--- config.mk ---
export PLATFORM = sky130hd
export DESIGN_NAME = tds_seq
export DESIGN_NICKNAME = d
export VERILOG_FILES = /design/src/rtl/tds_pkg.sv /design/src/rtl/tds_eng_judge.sv /design/src/rtl/tds_pbdma_watch.sv /design/src/rtl/tds_reset_seq.sv /design/src/rtl/tds_seq.sv
export SDC_FILE = /design/constraint.sdc
export NUM_CORES = 1
export LEC_CHECK = 0
export BUFFER_PORTS_ARGS = -buffer_cell sky130_fd_sc_hd__buf_4
export CORE_MARGIN = 4
export CORE_UTILIZATION = 59
export DETAILED_ROUTE_END_ITERATION = 7
export PLACE_DENSITY = 0.92
export SLEW_MARGIN = 15
export SYNTH_ARGS = -nofsm -noshare
export SYNTH_HDL_FRONTEND = slang
export SYNTH_SLANG_ARGS = --single-unit
export TNS_END_PERCENT = 20
--- constraint.sdc ---
create_clock -name clk -period 7.53 [get_ports clk]
set_input_delay 0.753 -clock clk [delete_from_list [all_inputs] [get_ports clk]]
set_output_delay 0.753 -clock clk [all_outputs]
set_load 0.05 [all_outputs]
--- src/rtl/tds_pkg.sv ---
package tds_pkg;
    localparam int CTX_W = 3;

    typedef enum logic [CTX_W-1:0] {
        CTX_INVALID = 3'd0,
        CTX_VALID   = 3'd1,
        CTX_SAVE    = 3'd2,
        CTX_LOAD    = 3'd3,
        CTX_SWITCH  = 3'd4
    } ctx_st_e;

    typedef enum logic [2:0] {
        PH_IDLE,
        PH_SCHED_OFF,
        PH_CHAN_OFF,
        PH_PREEMPT,
        PH_POLL,
        PH_RESET,
        PH_SCHED_ON,
        PH_DONE
    } phase_e;

    typedef enum logic [1:0] {
        RS_PICK,
        RS_HALT,
        RS_ASSERT,
        RS_REINIT
    } rst_step_e;
endpackage

--- src/rtl/tds_eng_judge.sv ---
module tds_eng_judge
    import tds_pkg::*;
#(
    parameter int ID_W  = 6,
    parameter int TMO_W = 8
) (
    input  logic             clk,
    input  logic             rst_n,
    input  logic             clr_i,
    input  logic             poll_i,
    input  logic             serves_i,
    input  logic [CTX_W-1:0] st_i,
    input  logic [ID_W-1:0]  id_i,
    input  logic [ID_W-1:0]  nid_i,
    input  logic [ID_W-1:0]  gid_i,
    input  logic [TMO_W-1:0] limit_i,
    output logic             decided_o,
    output logic             reset_o
);
    typedef struct packed {
        logic             decided;
        logic             rst;
        logic [TMO_W-1:0] cnt;
    } judge_t;

    judge_t q, d;
    logic   owns;
    logic   match;

    always_comb begin
        d     = q;
        owns  = 1'b0;
        match = 1'b0;
        case (st_i)
            CTX_VALID, CTX_SAVE: begin
                owns  = 1'b1;
                match = (id_i == gid_i);
            end
            CTX_LOAD: begin
                owns  = 1'b1;
                match = (nid_i == gid_i);
            end
            default: ;
        endcase
        if (clr_i) begin
            d = '0;
        end else if (poll_i && !q.decided) begin
            if (!serves_i) begin
                d.decided = 1'b1;
            end else if (st_i == CTX_INVALID) begin
                d.decided = 1'b1;
            end else if (owns) begin
                if (!match) begin
                    d.decided = 1'b1;
                end else if (q.cnt >= limit_i) begin
                    d.decided = 1'b1;
                    d.rst     = 1'b1;
                end else begin
                    d.cnt = q.cnt + 1'b1;
                end
            end
        end
    end

    always_ff @(posedge clk or negedge rst_n) begin
        if (!rst_n) q <= '0;
        else        q <= d;
    end

    assign decided_o = q.decided;
    assign reset_o   = q.rst;
endmodule

--- src/rtl/tds_pbdma_watch.sv ---
module tds_pbdma_watch #(
    parameter int NUM_PBDMA = 3
) (
    input  logic                 clk,
    input  logic                 rst_n,
    input  logic                 poll_i,
    input  logic [NUM_PBDMA-1:0] serves_i,
    input  logic [NUM_PBDMA-1:0] busy_i,
    input  logic [NUM_PBDMA-1:0] intr_i,
    input  logic [NUM_PBDMA-1:0] ack_i,
    output logic [NUM_PBDMA-1:0] req_o,
    output logic                 clean_o
);
    typedef struct packed {
        logic [NUM_PBDMA-1:0] req;
    } watch_t;

    watch_t q, d;

    always_comb begin
        d = q;
        for (int p = 0; p < NUM_PBDMA; p++) begin
            if (q.req[p]) begin
                if (ack_i[p]) d.req[p] = 1'b0;
            end else if (poll_i && serves_i[p] && intr_i[p]) begin
                d.req[p] = 1'b1;
            end
        end
    end

    always_ff @(posedge clk or negedge rst_n) begin
        if (!rst_n) q <= '0;
        else        q <= d;
    end

    assign req_o   = q.req;
    assign clean_o = poll_i && (&(~serves_i | ~(busy_i | intr_i | q.req)));
endmodule

--- src/rtl/tds_reset_seq.sv ---
module tds_reset_seq
    import tds_pkg::*;
#(
    parameter int NUM_ENG = 4
) (
    input  logic               clk,
    input  logic               rst_n,
    input  logic               go_i,
    input  logic [NUM_ENG-1:0] mask_i,
    input  logic [NUM_ENG-1:0] halt_ack_i,
    input  logic [NUM_ENG-1:0] reinit_ack_i,
    output logic [NUM_ENG-1:0] halt_req_o,
    output logic [NUM_ENG-1:0] rst_o,
    output logic [NUM_ENG-1:0] reinit_req_o,
    output logic               finished_o
);
    localparam int IDX_W = (NUM_ENG > 1) ? $clog2(NUM_ENG) : 1;

    typedef struct packed {
        logic               active;
        rst_step_e          step;
        logic [NUM_ENG-1:0] pend;
        logic [IDX_W-1:0]   idx;
    } seq_t;

    seq_t               q, d;
    logic [NUM_ENG-1:0] sel;

    always_comb begin
        d            = q;
        sel          = '0;
        sel[q.idx]   = 1'b1;
        halt_req_o   = '0;
        rst_o        = '0;
        reinit_req_o = '0;
        finished_o   = q.active && (q.step == RS_PICK) && (q.pend == '0);
        if (go_i) begin
            d.active = 1'b1;
            d.pend   = mask_i;
            d.step   = RS_PICK;
        end else if (q.active) begin
            case (q.step)
                RS_PICK: begin
                    if (q.pend == '0) begin
                        d.active = 1'b0;
                    end else begin
                        for (int i = NUM_ENG - 1; i >= 0; i--) begin
                            if (q.pend[i]) d.idx = IDX_W'(i);
                        end
                        d.pend[d.idx] = 1'b0;
                        d.step        = RS_HALT;
                    end
                end
                RS_HALT: begin
                    halt_req_o = sel;
                    if (|(halt_ack_i & sel)) d.step = RS_ASSERT;
                end
                RS_ASSERT: begin
                    rst_o  = sel;
                    d.step = RS_REINIT;
                end
                default: begin
                    reinit_req_o = sel;
                    if (|(reinit_ack_i & sel)) d.step = RS_PICK;
                end
            endcase
        end
    end

    always_ff @(posedge clk or negedge rst_n) begin
        if (!rst_n) q <= '{active: 1'b0, step: RS_PICK, pend: '0, idx: '0};
        else        q <= d;
    end
endmodule

--- src/rtl/tds_seq.sv ---
module tds_seq
    import tds_pkg::*;
#(
    parameter int NUM_PBDMA = 3,
    parameter int NUM_ENG   = 4,
    parameter int RL_W      = 3,
    parameter int ID_W      = 6,
    parameter int TMO_W     = 8
) (
    input  logic                     clk,
    input  logic                     rst_n,
    input  logic                     start_i,
    input  logic [RL_W-1:0]          start_rl_i,
    input  logic [ID_W-1:0]          start_gid_i,
    input  logic [TMO_W-1:0]         poll_limit_i,
    output logic                     sched_dis_o,
    output logic                     sched_en_o,
    output logic [RL_W-1:0]          sched_rl_o,
    output logic                     chan_dis_o,
    output logic                     preempt_o,
    output logic [ID_W-1:0]          target_gid_o,
    input  logic [NUM_PBDMA-1:0]     pbdma_serves_i,
    input  logic [NUM_PBDMA-1:0]     pbdma_busy_i,
    input  logic [NUM_PBDMA-1:0]     pbdma_intr_i,
    output logic [NUM_PBDMA-1:0]     intr_svc_req_o,
    input  logic [NUM_PBDMA-1:0]     intr_svc_ack_i,
    input  logic [NUM_ENG-1:0]       eng_serves_i,
    input  logic [CTX_W*NUM_ENG-1:0] eng_ctx_st_i,
    input  logic [ID_W*NUM_ENG-1:0]  eng_id_i,
    input  logic [ID_W*NUM_ENG-1:0]  eng_next_id_i,
    output logic [NUM_ENG-1:0]       mem_halt_req_o,
    input  logic [NUM_ENG-1:0]       mem_halt_ack_i,
    output logic [NUM_ENG-1:0]       eng_reset_o,
    output logic [NUM_ENG-1:0]       reinit_req_o,
    input  logic [NUM_ENG-1:0]       reinit_ack_i,
    output logic                     done_o,
    output logic [NUM_ENG-1:0]       reset_mask_o
);
    typedef struct packed {
        phase_e             phase;
        logic [RL_W-1:0]    rl;
        logic [ID_W-1:0]    gid;
        logic [NUM_ENG-1:0] mask;
    } top_t;

    top_t               q, d;
    logic               accept;
    logic               polling;
    logic               go;
    logic               pb_clean;
    logic               seq_fin;
    logic [NUM_ENG-1:0] decided;
    logic [NUM_ENG-1:0] want_rst;

    assign accept  = (q.phase == PH_IDLE) && start_i;
    assign polling = (q.phase == PH_POLL);

    tds_pbdma_watch #(.NUM_PBDMA(NUM_PBDMA)) pb_watch_i (
        .clk     (clk),
        .rst_n   (rst_n),
        .poll_i  (polling),
        .serves_i(pbdma_serves_i),
        .busy_i  (pbdma_busy_i),
        .intr_i  (pbdma_intr_i),
        .ack_i   (intr_svc_ack_i),
        .req_o   (intr_svc_req_o),
        .clean_o (pb_clean)
    );

    for (genvar e = 0; e < NUM_ENG; e++) begin : g_judge
        tds_eng_judge #(.ID_W(ID_W), .TMO_W(TMO_W)) judge_i (
            .clk      (clk),
            .rst_n    (rst_n),
            .clr_i    (accept),
            .poll_i   (polling),
            .serves_i (eng_serves_i[e]),
            .st_i     (eng_ctx_st_i[e*CTX_W +: CTX_W]),
            .id_i     (eng_id_i[e*ID_W +: ID_W]),
            .nid_i    (eng_next_id_i[e*ID_W +: ID_W]),
            .gid_i    (q.gid),
            .limit_i  (poll_limit_i),
            .decided_o(decided[e]),
            .reset_o  (want_rst[e])
        );
    end

    tds_reset_seq #(.NUM_ENG(NUM_ENG)) rst_seq_i (
        .clk         (clk),
        .rst_n       (rst_n),
        .go_i        (go),
        .mask_i      (want_rst),
        .halt_ack_i  (mem_halt_ack_i),
        .reinit_ack_i(reinit_ack_i),
        .halt_req_o  (mem_halt_req_o),
        .rst_o       (eng_reset_o),
        .reinit_req_o(reinit_req_o),
        .finished_o  (seq_fin)
    );

    always_comb begin
        d  = q;
        go = 1'b0;
        case (q.phase)
            PH_IDLE: begin
                if (start_i) begin
                    d.rl    = start_rl_i;
                    d.gid   = start_gid_i;
                    d.mask  = '0;
                    d.phase = PH_SCHED_OFF;
                end
            end
            PH_SCHED_OFF: d.phase = PH_CHAN_OFF;
            PH_CHAN_OFF:  d.phase = PH_PREEMPT;
            PH_PREEMPT:   d.phase = PH_POLL;
            PH_POLL: begin
                if (pb_clean && (&decided)) begin
                    go      = 1'b1;
                    d.mask  = want_rst;
                    d.phase = PH_RESET;
                end
            end
            PH_RESET: if (seq_fin) d.phase = PH_SCHED_ON;
            PH_SCHED_ON: d.phase = PH_DONE;
            default:     d.phase = PH_IDLE;
        endcase
    end

    always_ff @(posedge clk or negedge rst_n) begin
        if (!rst_n) q <= '{phase: PH_IDLE, rl: '0, gid: '0, mask: '0};
        else        q <= d;
    end

    assign sched_dis_o  = (q.phase == PH_SCHED_OFF);
    assign chan_dis_o   = (q.phase == PH_CHAN_OFF);
    assign preempt_o    = (q.phase == PH_PREEMPT);
    assign sched_en_o   = (q.phase == PH_SCHED_ON);
    assign done_o       = (q.phase == PH_DONE);
    assign sched_rl_o   = q.rl;
    assign target_gid_o = q.gid;
    assign reset_mask_o = q.mask;
endmodule

==> impl_results.md, run 1 <==
* Most frequent cell after synthesis: nand2_1
* Post-CTS Resized at 0
* Final hold vios at 0
* Worst EP required at 7.77 ns
* Mapped Cells at 648
* CTS H-tree lvls at 3
* Max rail drop VDD at 0.000226 V
* Post-Syn Nets at slightly below 800
* Cell taking the most area after synthesis: dfrtp_1
* # hold bufs at CTS at 0
* Drt total wl at 15,000 um
* Total power at 1.49 mW
* Area growth, synth to finish at 20.7%
* Routability cong. at 0.920
* Total GRT Usage at 0.282
* CTS tree: built
* Setup Skew at between 0.007 and 0.008 ns
* CP Max Fanout at 12
* Fill count at ~630
* Data arrival, critical path at 3.75 ns
* Period utilization at 0.466
* Kind of critical path: flop to flop
* Worst slack at placement at 4.12 ns
* Status: finished clean
* Switching Share at 0.448
* Max-slew violations at 0
* DR pass1 iterations at 5
* Final min period at ~3.5 ns
* Ys flop type: dfrtp_1
* Largest net degree at the start of global routing at 69
* Core Region at slightly below 9000 sq um
* Die area at 10,800 sq um
* Combinational Power Share at 0.453
* Post-Layout Cell Count at 868
* Post-synth ARST share at 1.00
* CTS max path bufs at 2
* RSZ-0062 raised after global routing: false
* Synth Area per Inst at 8.39 sq um
* Netlist cell types at 61
* Highest clock rate at 285 MHz
* P_int at between 0.8 and 0.9 mW
* Power Density at 227 nW/um^2
* Antenna violations before repair at 0
* Gr ovfl total at 0
* Maxcap violations at 0
* Setup violators final at 0
* Synthesized area at 5440 sq um
* First-pass GRT wire length at ~25,000 um
* Via/cell ratio at about 6.3
* Flop pwr share at 0.364
* Post-route cell area at between 6000 and 7000 sq um
* Critical path endpoint category: flop
* Final nets at 904
* Die height at ~100 um
* Seq/Total Area, Yosys at 0.313
* Placed inst area at 6390 sq um
* Synth top cells by count: nand2_1, dfrtp_1, ha_1, inv_1, nor2_1
* Setup_tns at 0 ns
* Total number of vias at approximately 5,500
* DR iter-0 viols at 426
* # IOs at 137
* WL per Instance at 17.3 um
* Synth area leaders: dfrtp_1, ha_1, nand2_1
* Port-buffer cells at about 140
* Vias in the first global route at 5,422
* Worst hold slack at 0.482 ns
* Post CTS Setup Buffer Count at 0
* Antenna Diode Count at 0
* Cell Rows at 34
* Worst Setup Start Kind: flop
* Post-placement cell count at 853
* Synth top area share at 0.313
* Clk pwr share at 0.183
* CTS Root Cell: clkbuf_8
* Leakage at 3.21 nW
* Cts bufs inserted at 9
* DR DRC count at 0
* Share of layout cells above drive strength 1 at 0.213
* Worst hold path class: flop to flop
* PnR worst setup slack at about 4.0 ns
* Clock sinks at between 60 and 70
* Clock transition at path regs at 0.07 ns
* Max transition margin at 0.236
* #FFs+latches synth at 68
* DP HPWL at 11,800 um
* Sw power at 0.667 mW
* Number of flops mapped to enable cells by yosys at 0
* Slew @ Worst Pin at 1.13 ns
* Syn. warnings at 0
* Initial Util at 0.614
* Clk Latency, worst-skew pair at 0.35 ns
* Post-DRT Antenna Nets at 0
* Die width at 104 um
* Fin util at 0.742
## flip-flops by register name, indices dropped and copies added, names as in the netlist
| name | flops |
|---|---|
| q | 3 |
| g_judge.judge_i.q | 32 |
| g_judge.judge_i.reset_o | 4 |
| target_gid_o | 6 |
| reset_mask_o | 4 |
| sched_rl_o | 3 |
| g_judge.judge_i.decided_o | 4 |
| rst_seq_i.q | 9 |
| pb_watch_i.req_o | 3 |
## layout make-up
type | count | area [sq um] | share of cell area
clock buffers | 13 | 159 | 0.0242
clock inverters | 2 | 10.0 | 0.00153
inverters | 38 | 143 | 0.0217
multi-input cells | 501 | 3380 | 0.515
flip-flops and latches | 68 | 1700 | 0.259
well taps | 108 | 135 | 0.0206
repair buffers | 138 | 1040 | 0.158
## power by group through the flow
stage / logic [mW] / clock network [mW] / registers, mW
2_1_floorplan: 0.552 / 0 / 0.476
3_3_place_gp: 0.640 / 0 / 0.543
3_5_place_dp: 0.669 / 0 / 0.548
4_1_cts: 0.672 / 0.276 / 0.541
5_1_grt: 0.738 / 0.291 / 0.554
6_report: 0.675 / 0.272 / 0.542
## placed cells by master (no fill, tap or decap), types with 5 or more instances in the layout
cell type / n
nor4_1: 10
xnor2_1: 10
clkbuf_8: 11
a21oi_1: 35
nand3_1: 33
dfrtp_1: 68
nand3b_1: 5
o22ai_1: 5
nor3_1: 19
and3_1: 7
nor2b_1: 13
and2_1: 5
and4_1: 5
nand4_1: 14
inv_1: 38
o21ai_0: 16
o211ai_1: 6
nand2_1: 82
buf_4: 138
o31ai_1: 18
ha_1: 44
xor2_1: 12
or4_1: 12
mux2i_1: 28
nor2_1: 37
nand2b_1: 24
## path summary, 6_finish.rpt
check                      slack, ns  cells after the start                      endpoint       startpoint
setup / recovery                4.02                      8       g_judge[0].judge_i.q[7]            q[13]
hold / removal                  0.48                      2               reset_mask_o[2]  reset_mask_o[2]
setup reg to reg                4.02                      8       g_judge[0].judge_i.q[7]            q[13]
hold reg to reg                 0.48                      2               reset_mask_o[2]  reset_mask_o[2]
max in group asynchronous       6.45                      1  g_judge[0].judge_i.decided_o            rst_n
min in group asynchronous       0.51                      1       g_judge[2].judge_i.q[5]            rst_n
## layer usage
metal  up-vias  track usage  routed length [um]
li1       2565            -                   -
met1      2545        0.339                6040
met2       301        0.484                7400
met3        39       0.0652                1280
met4         0        0.120                 334
met5         -            0                   0
## kinds of logic after synthesis
group,Yosys count,synth area share
simple gates,278,0.264
compound gates,126,0.159
buf+inv,79,0.0656
flops,68,0.313
fa+ha+maj,44,0.101
mux,31,0.0619
xor+xnor,22,0.0355
## worst max-delay path: stages (launching register included)
cell	delay (ns)
dfrtp_1	0.43
inv_1	0.11
ha_1	0.32
nand2_1	0.35
nor4b_1	1.02
nand2_1	0.11
nor4_1	0.66
nand3_1	0.22
mux2i_1	0.16
Note: power is estimated with default switching activity, not from simulation.
==> inputs of run 2 (changes only) <==
Settings changed: CORE_UTILIZATION 59 to 55, PLACE_DENSITY 0.92 to 0.87.
Clock period 7.53 ns to 3.6 ns, I/O delays scaled along.
==> run 2 against run 1 <==
  * Cell area is 1.1% higher
  * Count of clock-buffer cells in the layout fell by 1
  * Total power is 110% higher
  * Clock power up 130%
==> impl_results.md, run 2 (synthesis gave the netlist of run 1 again) <==
* Share of layout cells above drive strength 1 at 0.216
* Post-CTS Resized at 0
* Crit-path max cell delay at 0.64 ns
* Max-slew violations at 0
* Antenna violations before repair at 0
* DP HPWL at roughly 12,000 um
* Sw power at 1.39 mW
* Top reg by flops: g_judge.judge_i.q
* CTS tree: built
* Worst hold path class: input port to async pin
* PnR worst setup slack at approximately 0.61 ns
* Drt total wl at 14,900 um
* R2r startpoint: q[13]
* RSZ-0062 raised after global routing: false
* Period utilization at 0.830
* Final nets at about 900
* Cts bufs inserted at 9
* Final min period at 2.99 ns
* Post-DRT Antenna Nets at 0
* Reg-to-Reg End: g_judge[2].judge_i.q[6]
* Critical path endpoint category: flop
* Routability cong. at 0.901
* Maxcap violations at 0
* Die area at 11,500 sq um
* FF-to-FF path depth at 8
* Vias in the first global route at 5,239
* P_int at 1.78 mW
* Port-buffer cells at between 100 and 150
* Max reg flops at 32
* Via/cell ratio at around 6
* Status: finished clean
* Most frequent cells in the layout: buf_4, nand2_1, dfrtp_1, ha_1, inv_1
* DR pass1 iterations at 5
* Gr ovfl total at 0
* Leakage at 3.23 nW
* # IOs at around 140
* Worst EP required at 3.86 ns
* Total GRT Usage at 0.259
* Flop pwr share at 0.357
* Fill count at ~800
* Data arrival, critical path at 3.25 ns
* Setup_tns at 0 ns
* Die width at 107 um
* CP Cell Sequence: inv_1 > ha_1 > nand2_1 > buf_4 > nor4b_1 > nand4_1 > or4_1 > a21oi_1
* First-pass GRT wire length at 24,100 um
* Largest net degree at the start of global routing at 69
* Antenna Diode Count at 0
* Max transition margin at 0.374
* Setup slack, reg-to-reg at 0.61 ns
* CP max-delay cell: or4_1
* Fin util at 0.685
* DR DRC count at 0
* Post CTS Setup Buffer Count at 0
* Clock transition at path regs at 0.08 ns
* CTS H-tree lvls at 3
* Switching Share at 0.439
* Setup Skew at 0.0135 ns
* Post-placement cell count at 880
* Total number of vias at 5,368
* Core Region at roughly 9700 sq um
* Commonest non-fill, non-tap cell in the layout: buf_4
* Cell Rows at 36
* Power Density at 479 nW/um^2
* DR iter-0 viols at roughly 340
* Setup violators final at 0
* WL per Instance at between 15 and 20 um
* Clk Latency, worst-skew pair at 0.35 ns
* CTS max path bufs at 2
* Combinational Power Share at 0.444
* Highest clock rate at 335 MHz
* # hold bufs at CTS at 0
* Kind of critical path: flop to flop
* Area growth, synth to finish at 22.0%
* Total power at 3.18 mW
* CTS Root Cell: clkbuf_8
* Worst Setup Start Kind: flop
* Clock sinks at 68
* Slew @ Worst Pin at around 0.93 ns
* CP Max Fanout at 14
* Post-Layout Cell Count at 896
* Initial Util at 0.561
* Die height at about 110 um
* Final hold vios at 0
* Worst slack at placement at 0.654 ns
* Max rail drop VDD at 0.000428 V
* Clk pwr share at 0.199
[run 2: worst max path at each step]
stage                         start                 endpoint  slack [ns]  depth (start not counted)
detailed placement            q[13]  g_judge[2].judge_i.q[6]        0.65                          8
floorplan                     q[13]           eng_reset_o[0]        0.61                          9
global placement    eng_ctx_st_i[8]  g_judge[2].judge_i.q[5]        0.87                          7
finish                        q[13]  g_judge[2].judge_i.q[6]        0.61                          8
global route                  q[13]  g_judge[2].judge_i.q[6]        0.31                          8
CTS                           q[13]  g_judge[2].judge_i.q[5]        0.64                          8
[run 2: metal layers]
layer  track usage  share of wire  vias to the layer above
met5             0              0                        -
li1              -              -                     2579
met4        0.0956          0.021                        0
met1         0.310           0.41                     2507
met2         0.445           0.49                      250
met3        0.0684          0.087                       32
[run 2: stage by stage]
step	cell area (sq um)	hold slack, ns
finish	6630	0.114
global route	6630	0.180
CTS	6630	0.151
global placement	6440	0.460
detailed placement	6440	0.468
floorplan	5440	0.0644
[run 2: cell type report]
type                       count  area, sq um  share of cell area
tap                          133          166              0.0251
inverter                      38          143              0.0215
timing repair buffer         140         1050               0.158
clock buffer                  12          145              0.0219
sequential                    68         1700               0.257
multi-input combinational    501         3380               0.509
clock inverter                 4         48.8             0.00736
[run 2: power by group through the flow]
stage                     Sequential [mW]  Clock (mW)  Combinational [mW]
after floorplan                     0.996           0                1.16
after global placement               1.13           0                1.35
after detailed placement             1.15           0                1.41
after CTS                            1.13       0.645                1.41
after global routing                 1.16       0.676                1.54
final                                1.13       0.634                1.41
[run 2: worst max-delay path, delay by kind of cell, from the launching register on]
kind | cells | cell delay (ns)
and+or+nand+nor | 4 | 1.69
DFF | 1 | 0.43
buffers and inverters | 2 | 0.32
AOI/OAI and AO/OA | 1 | 0.17
adders and majority gates | 1 | 0.30
